### src/rtl/qt_pkg.sv
package qt_pkg;
  localparam int unsigned LVLS_DEF   = 3;
  localparam int unsigned CODE_W_DEF = 3;

  typedef enum logic [1:0] {
    ST_LOAD,
    ST_SETTLE,
    ST_EMIT
  } enc_state_e;

  // first index of tree level l in a flat node array (level 0 = pixels)
  function automatic int unsigned node_base(int unsigned lvls, int unsigned l);
    int unsigned b;
    b = 0;
    for (int unsigned j = 0; j < l; j++) b += (1 << (2 * (lvls - j)));
    return b;
  endfunction
endpackage

### src/rtl/qt_morton.sv
module qt_morton #(
  parameter int unsigned LVLS = qt_pkg::LVLS_DEF,
  localparam int unsigned PW  = 2 * LVLS
) (
  input  logic [LVLS-1:0] row_i,
  input  logic [LVLS-1:0] col_i,
  output logic [PW-1:0]   addr_o
);
  for (genvar b = 0; b < LVLS; b++) begin : g_bit
    assign addr_o[2*b]   = col_i[b];
    assign addr_o[2*b+1] = row_i[b];
  end
endmodule

### src/rtl/qt_tile_buf.sv
module qt_tile_buf #(
  parameter int unsigned LVLS   = qt_pkg::LVLS_DEF,
  parameter int unsigned CODE_W = qt_pkg::CODE_W_DEF,
  localparam int unsigned PW    = 2 * LVLS,
  localparam int unsigned LW    = $clog2(LVLS + 1),
  localparam int unsigned NPIX  = 1 << PW,
  localparam int unsigned NTOT  = qt_pkg::node_base(LVLS, LVLS + 1),
  localparam int unsigned IW    = $clog2(NTOT)
) (
  input  logic              clk_i,
  input  logic              rst_ni,
  input  logic              wr_en_i,
  input  logic [PW-1:0]     wr_addr_i,
  input  logic [CODE_W-1:0] wr_code_i,
  input  logic [LW-1:0]     rd_lvl_i,
  input  logic [PW-1:0]     rd_pos_i,
  output logic              rd_uni_o,
  output logic [CODE_W-1:0] rd_val_o
);
  logic [CODE_W-1:0] mn_q [NTOT];
  logic [CODE_W-1:0] mx_q [NTOT];
  logic [IW-1:0]     rd_idx;

  function automatic logic [CODE_W-1:0] lo2(logic [CODE_W-1:0] a, logic [CODE_W-1:0] b);
    return (a < b) ? a : b;
  endfunction
  function automatic logic [CODE_W-1:0] hi2(logic [CODE_W-1:0] a, logic [CODE_W-1:0] b);
    return (a > b) ? a : b;
  endfunction

  // pixels live in entries [0, NPIX); each level above is one register stage
  always_ff @(posedge clk_i or negedge rst_ni) begin
    if (!rst_ni) begin
      for (int i = 0; i < NTOT; i++) begin
        mn_q[i] <= '0;
        mx_q[i] <= '0;
      end
    end else begin
      if (wr_en_i) begin
        mn_q[wr_addr_i] <= wr_code_i;
        mx_q[wr_addr_i] <= wr_code_i;
      end
      for (int l = 1; l <= LVLS; l++) begin
        for (int n = 0; n < (NPIX >> (2 * l)); n++) begin
          mn_q[IW'(qt_pkg::node_base(LVLS, l) + n)] <=
            lo2(lo2(mn_q[IW'(qt_pkg::node_base(LVLS, l-1) + 4*n)],
                    mn_q[IW'(qt_pkg::node_base(LVLS, l-1) + 4*n + 1)]),
                lo2(mn_q[IW'(qt_pkg::node_base(LVLS, l-1) + 4*n + 2)],
                    mn_q[IW'(qt_pkg::node_base(LVLS, l-1) + 4*n + 3)]));
          mx_q[IW'(qt_pkg::node_base(LVLS, l) + n)] <=
            hi2(hi2(mx_q[IW'(qt_pkg::node_base(LVLS, l-1) + 4*n)],
                    mx_q[IW'(qt_pkg::node_base(LVLS, l-1) + 4*n + 1)]),
                hi2(mx_q[IW'(qt_pkg::node_base(LVLS, l-1) + 4*n + 2)],
                    mx_q[IW'(qt_pkg::node_base(LVLS, l-1) + 4*n + 3)]));
        end
      end
    end
  end

  always_comb begin
    rd_idx   = IW'(qt_pkg::node_base(LVLS, int'(rd_lvl_i))) + IW'(rd_pos_i >> (2 * rd_lvl_i));
    rd_uni_o = (mn_q[rd_idx] == mx_q[rd_idx]);
    rd_val_o = mn_q[rd_idx];
  end
endmodule

### src/rtl/qt_walker.sv
module qt_walker #(
  parameter int unsigned LVLS   = qt_pkg::LVLS_DEF,
  parameter int unsigned CODE_W = qt_pkg::CODE_W_DEF,
  localparam int unsigned PW    = 2 * LVLS,
  localparam int unsigned LW    = $clog2(LVLS + 1)
) (
  input  logic              clk_i,
  input  logic              rst_ni,
  input  logic              start_i,
  input  logic              uni_i,
  input  logic [CODE_W-1:0] val_i,
  output logic [LW-1:0]     lvl_o,
  output logic [PW-1:0]     pos_o,
  output logic              valid_o,
  input  logic              ready_i,
  output logic              flag_o,
  output logic [CODE_W-1:0] data_o,
  output logic              last_o,
  output logic              done_o
);
  logic          busy_q, ph_q;
  logic [PW-1:0] pos_q;
  logic [LW-1:0] lvl_q, nl;
  logic [PW:0]   nxt;
  logic          val_tok, wrap, fire;

  assign val_tok = (lvl_q == '0) || ph_q;  // token closes the current node
  assign nxt     = {1'b0, pos_q} + ((PW+1)'(1) << (2 * lvl_q));
  assign wrap    = nxt[PW];
  assign fire    = busy_q && ready_i;

  // climb while the next position starts a larger block
  always_comb begin
    nl = lvl_q;
    for (int l = 0; l < LVLS; l++)
      if (nl == LW'(l) && (nxt[PW-1:0] & PW'((1 << (2 * (l + 1))) - 1)) == '0)
        nl = LW'(l + 1);
  end

  always_ff @(posedge clk_i or negedge rst_ni) begin
    if (!rst_ni) begin
      busy_q <= 1'b0;
      ph_q   <= 1'b0;
      pos_q  <= '0;
      lvl_q  <= '0;
    end else if (start_i) begin
      busy_q <= 1'b1;
      ph_q   <= 1'b0;
      pos_q  <= '0;
      lvl_q  <= LW'(LVLS);
    end else if (fire) begin
      if (val_tok) begin
        ph_q <= 1'b0;
        if (wrap) busy_q <= 1'b0;
        else begin
          pos_q <= nxt[PW-1:0];
          lvl_q <= nl;
        end
      end else if (uni_i) begin
        ph_q <= 1'b1;
      end else begin
        lvl_q <= lvl_q - LW'(1);
      end
    end
  end

  assign lvl_o   = lvl_q;
  assign pos_o   = pos_q;
  assign valid_o = busy_q;
  assign flag_o  = !val_tok;
  assign data_o  = val_tok ? val_i : {{(CODE_W-1){1'b0}}, uni_i};
  assign last_o  = busy_q && val_tok && wrap;
  assign done_o  = fire && val_tok && wrap;
endmodule

### src/rtl/qt_encoder.sv
module qt_encoder #(
  parameter int unsigned LVLS   = qt_pkg::LVLS_DEF,
  parameter int unsigned CODE_W = qt_pkg::CODE_W_DEF
) (
  input  logic              clk_i,
  input  logic              rst_ni,
  input  logic              in_valid_i,
  output logic              in_ready_o,
  input  logic              in_sof_i,
  input  logic [CODE_W-1:0] in_code_i,
  output logic              out_valid_o,
  input  logic              out_ready_i,
  output logic              out_flag_o,
  output logic [CODE_W-1:0] out_data_o,
  output logic              out_last_o
);
  import qt_pkg::*;

  localparam int unsigned PW   = 2 * LVLS;
  localparam int unsigned LW   = $clog2(LVLS + 1);
  localparam int unsigned NPIX = 1 << PW;

  enc_state_e        state_q;
  logic [PW-1:0]     cnt_q, wr_idx, wr_addr;
  logic              filling_q, accept, wr_en, start;
  logic [LW-1:0]     settle_q, rd_lvl;
  logic [PW-1:0]     rd_pos;
  logic              rd_uni, walk_done;
  logic [CODE_W-1:0] rd_val;

  assign in_ready_o = (state_q == ST_LOAD);
  assign accept     = in_valid_i && in_ready_o;
  assign wr_en      = accept && (in_sof_i || filling_q);
  assign wr_idx     = in_sof_i ? '0 : cnt_q;
  assign start      = (state_q == ST_SETTLE) && (settle_q == LW'(LVLS - 1));

  always_ff @(posedge clk_i or negedge rst_ni) begin
    if (!rst_ni) begin
      state_q   <= ST_LOAD;
      cnt_q     <= '0;
      filling_q <= 1'b0;
      settle_q  <= '0;
    end else begin
      case (state_q)
        ST_LOAD: if (wr_en) begin
          if (wr_idx == PW'(NPIX - 1)) begin
            state_q   <= ST_SETTLE;
            filling_q <= 1'b0;
            cnt_q     <= '0;
            settle_q  <= '0;
          end else begin
            filling_q <= 1'b1;
            cnt_q     <= wr_idx + PW'(1);
          end
        end
        ST_SETTLE: begin
          settle_q <= settle_q + LW'(1);
          if (start) state_q <= ST_EMIT;
        end
        ST_EMIT: if (walk_done) state_q <= ST_LOAD;
        default: state_q <= ST_LOAD;
      endcase
    end
  end

  qt_morton #(.LVLS(LVLS)) u_morton (
    .row_i  (wr_idx[PW-1:LVLS]),
    .col_i  (wr_idx[LVLS-1:0]),
    .addr_o (wr_addr)
  );

  qt_tile_buf #(.LVLS(LVLS), .CODE_W(CODE_W)) u_buf (
    .clk_i     (clk_i),
    .rst_ni    (rst_ni),
    .wr_en_i   (wr_en),
    .wr_addr_i (wr_addr),
    .wr_code_i (in_code_i),
    .rd_lvl_i  (rd_lvl),
    .rd_pos_i  (rd_pos),
    .rd_uni_o  (rd_uni),
    .rd_val_o  (rd_val)
  );

  qt_walker #(.LVLS(LVLS), .CODE_W(CODE_W)) u_walk (
    .clk_i   (clk_i),
    .rst_ni  (rst_ni),
    .start_i (start),
    .uni_i   (rd_uni),
    .val_i   (rd_val),
    .lvl_o   (rd_lvl),
    .pos_o   (rd_pos),
    .valid_o (out_valid_o),
    .ready_i (out_ready_i),
    .flag_o  (out_flag_o),
    .data_o  (out_data_o),
    .last_o  (out_last_o),
    .done_o  (walk_done)
  );
endmodule

### config.mk
export PLATFORM = sky130hd
export DESIGN_NAME = qt_encoder
export DESIGN_NICKNAME = d
export VERILOG_FILES = /design/src/rtl/qt_pkg.sv /design/src/rtl/qt_morton.sv /design/src/rtl/qt_tile_buf.sv /design/src/rtl/qt_walker.sv /design/src/rtl/qt_encoder.sv
export SDC_FILE = /design/constraint.sdc
export NUM_CORES = 1
export LEC_CHECK = 0
export ABC_AREA = 1
export BUFFER_PORTS_ARGS = -buffer_cell sky130_fd_sc_hd__buf_2
export CAP_MARGIN = 20
export CORE_MARGIN = 2
export CORE_UTILIZATION = 55
export DETAILED_ROUTE_END_ITERATION = 16
export PLACE_DENSITY_LB_ADDON = 0.15
export SYNTH_ARGS = -nofsm -noshare
export SYNTH_HDL_FRONTEND = slang
export SYNTH_SLANG_ARGS = --single-unit
### constraint.sdc
create_clock -name clk_i -period 2.65 [get_ports clk_i]
set_clock_uncertainty 0.05 [all_clocks]
set_input_delay 0.1325 -clock clk_i [delete_from_list [all_inputs] [get_ports clk_i]]
set_output_delay 0.1325 -clock clk_i [all_outputs]
set_load 0.005 [all_outputs]
==> results.py <==
metrics = {
    "detailed_routing": {
        "vias": 25233,
        "ant_nets": 0,
        "firstDrtPassIters": 7,
        "drt_wl_total_mm": 82.8,
        "drt_iter0_drc": 2554,
        "wire_per_inst_um": 19.4,
        "drc": 0,
        "viasPerCell": 5.92,
    },
    "global_route": {
        "grt_usage": 0.338,
        "grt_pass1_wl_mm": 125,
        "antenna_found_initial": 1,
        "grt_overflow": 0,
        "grt_max_degree": 81,
        "grt_pass1_vias": 23663,
    },
    "place": {
        "dp_hpwl_mm": 56.8,
        "gp_congestion": 0.912,
        "postPlaceCellArea_um2": 27000,
        "port_buffers": 14,
    },
    "sta": {
        "finalMaxSlewViolations": 0,
        "whs_ps": 68.0,
        "tightest_slew_ps": 745,
        "finalHoldViolCount": 0,
        "setup_ws_ps": -717,
        "fin_crit_sh": 1.27,
        "setup_viol": 12,
        "grt_setup_unrepaired": "true",
        "slew_headroom": 0.503,
        "setup_tns_ps": -3390,
        "fin_crit_ps": 3370,
        "fmax_mhz": 297,
    },
    "critical_path": {
        "cp_max_fo": 12,
        "crit_path_start_kind": "flop",
        "max_stage_delay_ps": 480,
        "required_ps": 2470,
        "crit_path_top_delay_cell": "dfrtp_2",
        "crit_type": "flop to output port",
        "crit_path_end_kind": "output port",
        "crit_arrival_ps": 3180,
        "worstPathCellList": "buf_6 > nand2_2 > nand2_4 > buf_6 > a21oi_4 > buf_6 > buf_6 > nand3_1 > o2111ai_2 > nand3_2 > nand3_2 > nand3_2 > nand3_2 > o211ai_1 > nand2_2 > buf_2",
    },
    "power_and_ir_drop": {
        "peakVddDrop_v": 0.000769,
        "p_seq_frac": 0.189,
        "power_density_nw_per_um2": 1110,
        "pwr-share-comb": 0.646,
        "p_int_mw": 18.7,
        "leakage_nw": 14.2,
        "clockPowerShare": 0.165,
        "switchingPower_mw": 16.2,
        "p_sw_frac": 0.463,
    },
    "clock_network": {
        "clockBufferDepth": 3,
        "worstSkewPairLatency_ps": 580,
        "cts_buffers": 40,
        "cts_sinks": 339,
        "cts_root_buffer": "clkbuf_16",
        "htree_levels": 2,
        "clkSlewWorstSetupHoldPaths_ps": 60,
        "cts_tree": "yes",
    },
    "cells_and_area": {
        "multi_input_area_um2": 16100,
        "fin_nets": 3954,
        "postLayoutCellArea_um2": 31400,
        "fill_cells": 3451,
        "drive_above_1_share": 0.209,
        "area.sequential_um2": 8500,
        "antenna_cells": 0,
        "syn2layout_area_growth_pct": 27.8,
    },
    "logic_synthesis": {
        "syn_area_per_cell_um2": 7.42,
        "synth_most_common_cell": "nand2_1",
        "ys_seq_elements": 339,
        "yosys_warnings": 0,
        "syn_nets": 3624,
        "synth_cell_type_count": 43,
        "synth_area_leaders": "dfrtp_1 (35%), ha_1 (16%), nand2_1 (13%), o21ai_0 (9.7%), nand3_1 (5.9%)",
        "ys_seq_area_frac": 0.345,
        "netlist_area_um2": 24600,
        "synth_edf_count": 0,
        "synth_flop_cell": "dfrtp_1",
        "synth_area_leader_cell": "dfrtp_1",
        "synth_common_cells": "nand2_1 (865), o21ai_0 (478), dfrtp_1 (339), ha_1 (306), inv_1 (305)",
        "netlist.area_leader.share": 0.345,
        "synth_cells": 3310,
        "synthArstFlopShare": 1.00,
    },
    "floorplanning": {
        "fp.dieW_um": 215,
        "die_area_um2": 46400,
        "core_um2": 44100,
        "pin_count": 15,
        "die_h_um": 215,
        "start_util": 0.557,
        "placementRows": 77,
    },
    "hold_path": {
        "hold_path_class": "primary input to flop",
    },
    "status": {
        "violations": "negative setup slack",
        "status": "finished, violations left",
    },
    "job": {
        "drv_cap": 0,
    },
}
[cells in the final DEF (no fill, tap or decap), types with 13 or more instances in the layout]
| master | n |
|---|---|
| dfrtp_1 | 326 |
| ha_1 | 271 |
| a21oi_1 | 181 |
| o211ai_1 | 56 |
| ha_4 | 31 |
| o21ai_1 | 99 |
| inv_1 | 291 |
| buf_2 | 13 |
| dfrtp_2 | 13 |
| nand2_2 | 40 |
| nand3_2 | 39 |
| nor2_2 | 16 |
| inv_2 | 18 |
| a21oi_2 | 42 |
| buf_12 | 31 |
| o21ai_2 | 38 |
| nor2_1 | 172 |
| a211oi_2 | 14 |
| nand2_1 | 825 |
| buf_4 | 280 |
| buf_6 | 31 |
| o21ai_0 | 392 |
| clkbuf_16 | 44 |
| nand3_1 | 243 |
[routing by layer]
metal  up-vias  GRT usage  part of all wire
li1      11936          -                 -
met1     11980      0.453              0.42
met2      1099      0.548              0.46
met3       216     0.0543             0.082
met4         2      0.136             0.039
met5         -          0           0.00011
[sequential cells by signal, summed over array words and instances (netlist names)]
register / count
cnt_q: 6
filling_q: 1
settle_q: 2
state_q: 2
u_buf.mn_q: 63
u_buf.mx_q: 255
u_walk.lvl_o: 2
u_walk.ph_q: 1
u_walk.pos_o: 6
u_walk.valid_o: 1
[worst max-delay path: cells and delay by family, from the launching register on]
kind	cells	cell delay (ps)
buffers and inverters	5	800
and+or+nand+nor	8	800
DFF	1	480
AOI/OAI and AO/OA	3	510
[area by class of cell]
type / count / area share
clock buffers: 60 / 0.0378
clock inverters: 14 / 0.00542
inverters: 314 / 0.0380
multi-input cells: 2571 / 0.512
flip-flops and latches: 339 / 0.271
well taps: 592 / 0.0236
repair buffers: 374 / 0.113
[power groups by stage]
stage               logic, mW  registers (mW)  clock network, mW
finish                   22.5            6.60               5.75
global route             24.3            6.65               6.03
CTS                      19.2            6.54               5.80
detailed placement       16.7            6.62                  0
global placement         16.1            6.61                  0
floorplan                10.7            6.39                  0
[cells by family (layout without fill, tap and decap cells)]
logic type | Yosys count | in the layout | synth area share
and+or+nand+nor | 1369 | 1371 | 0.232
AOI/OAI and AO/OA | 883 | 883 | 0.193
buffers and inverters | 402 | 762 | 0.0697
DFF | 339 | 339 | 0.345
adders and majority gates | 306 | 306 | 0.156
xor gates and xnor gates | 11 | 11 | 0.00392
[metrics by stage]
| stage | power [mW] | cells | setup WS, ps | utilization |
|---|---|---|---|---|
| 2_1_floorplan | 17.1 | 3310 | 17.9 | - |
| 3_3_place_gp | 22.7 | 4058 | -331 | 0.611 |
| 3_5_place_dp | 23.3 | 4058 | -342 | 0.611 |
| 4_1_cts | 31.5 | 4166 | -669 | 0.667 |
| 5_1_grt | 37.0 | 4264 | -804 | 0.712 |
| 6_report | 34.9 | 4264 | -717 | 0.712 |
[timing repair]
action	in CTS	in global routing
resized for setup	161	313
gates cloned	10	3
endpoints found under the setup margin	40	82
hold buffers	3	0
setup buffers	26	97
pin swaps	59	105
hold endpoints to repair	76	0
[worst paths after layout]
kind | start | to | slack [ps] | depth (start not counted)
max | u_walk.lvl_o[0] | out_data_o[0] | -720 | 16
min | in_code_i[1] | u_buf.mx_q[157] | 70 | 3
max reg2reg | u_walk.lvl_o[0] | u_walk.ph_q | -340 | 22
min reg2reg | filling_q | filling_q | 430 | 2
max in group asynchronous | rst_ni | u_buf.mx_q[248] | 1580 | 3
min in group asynchronous | rst_ni | u_buf.mx_q[196] | 130 | 2
Power figures use the tool's default switching activity.
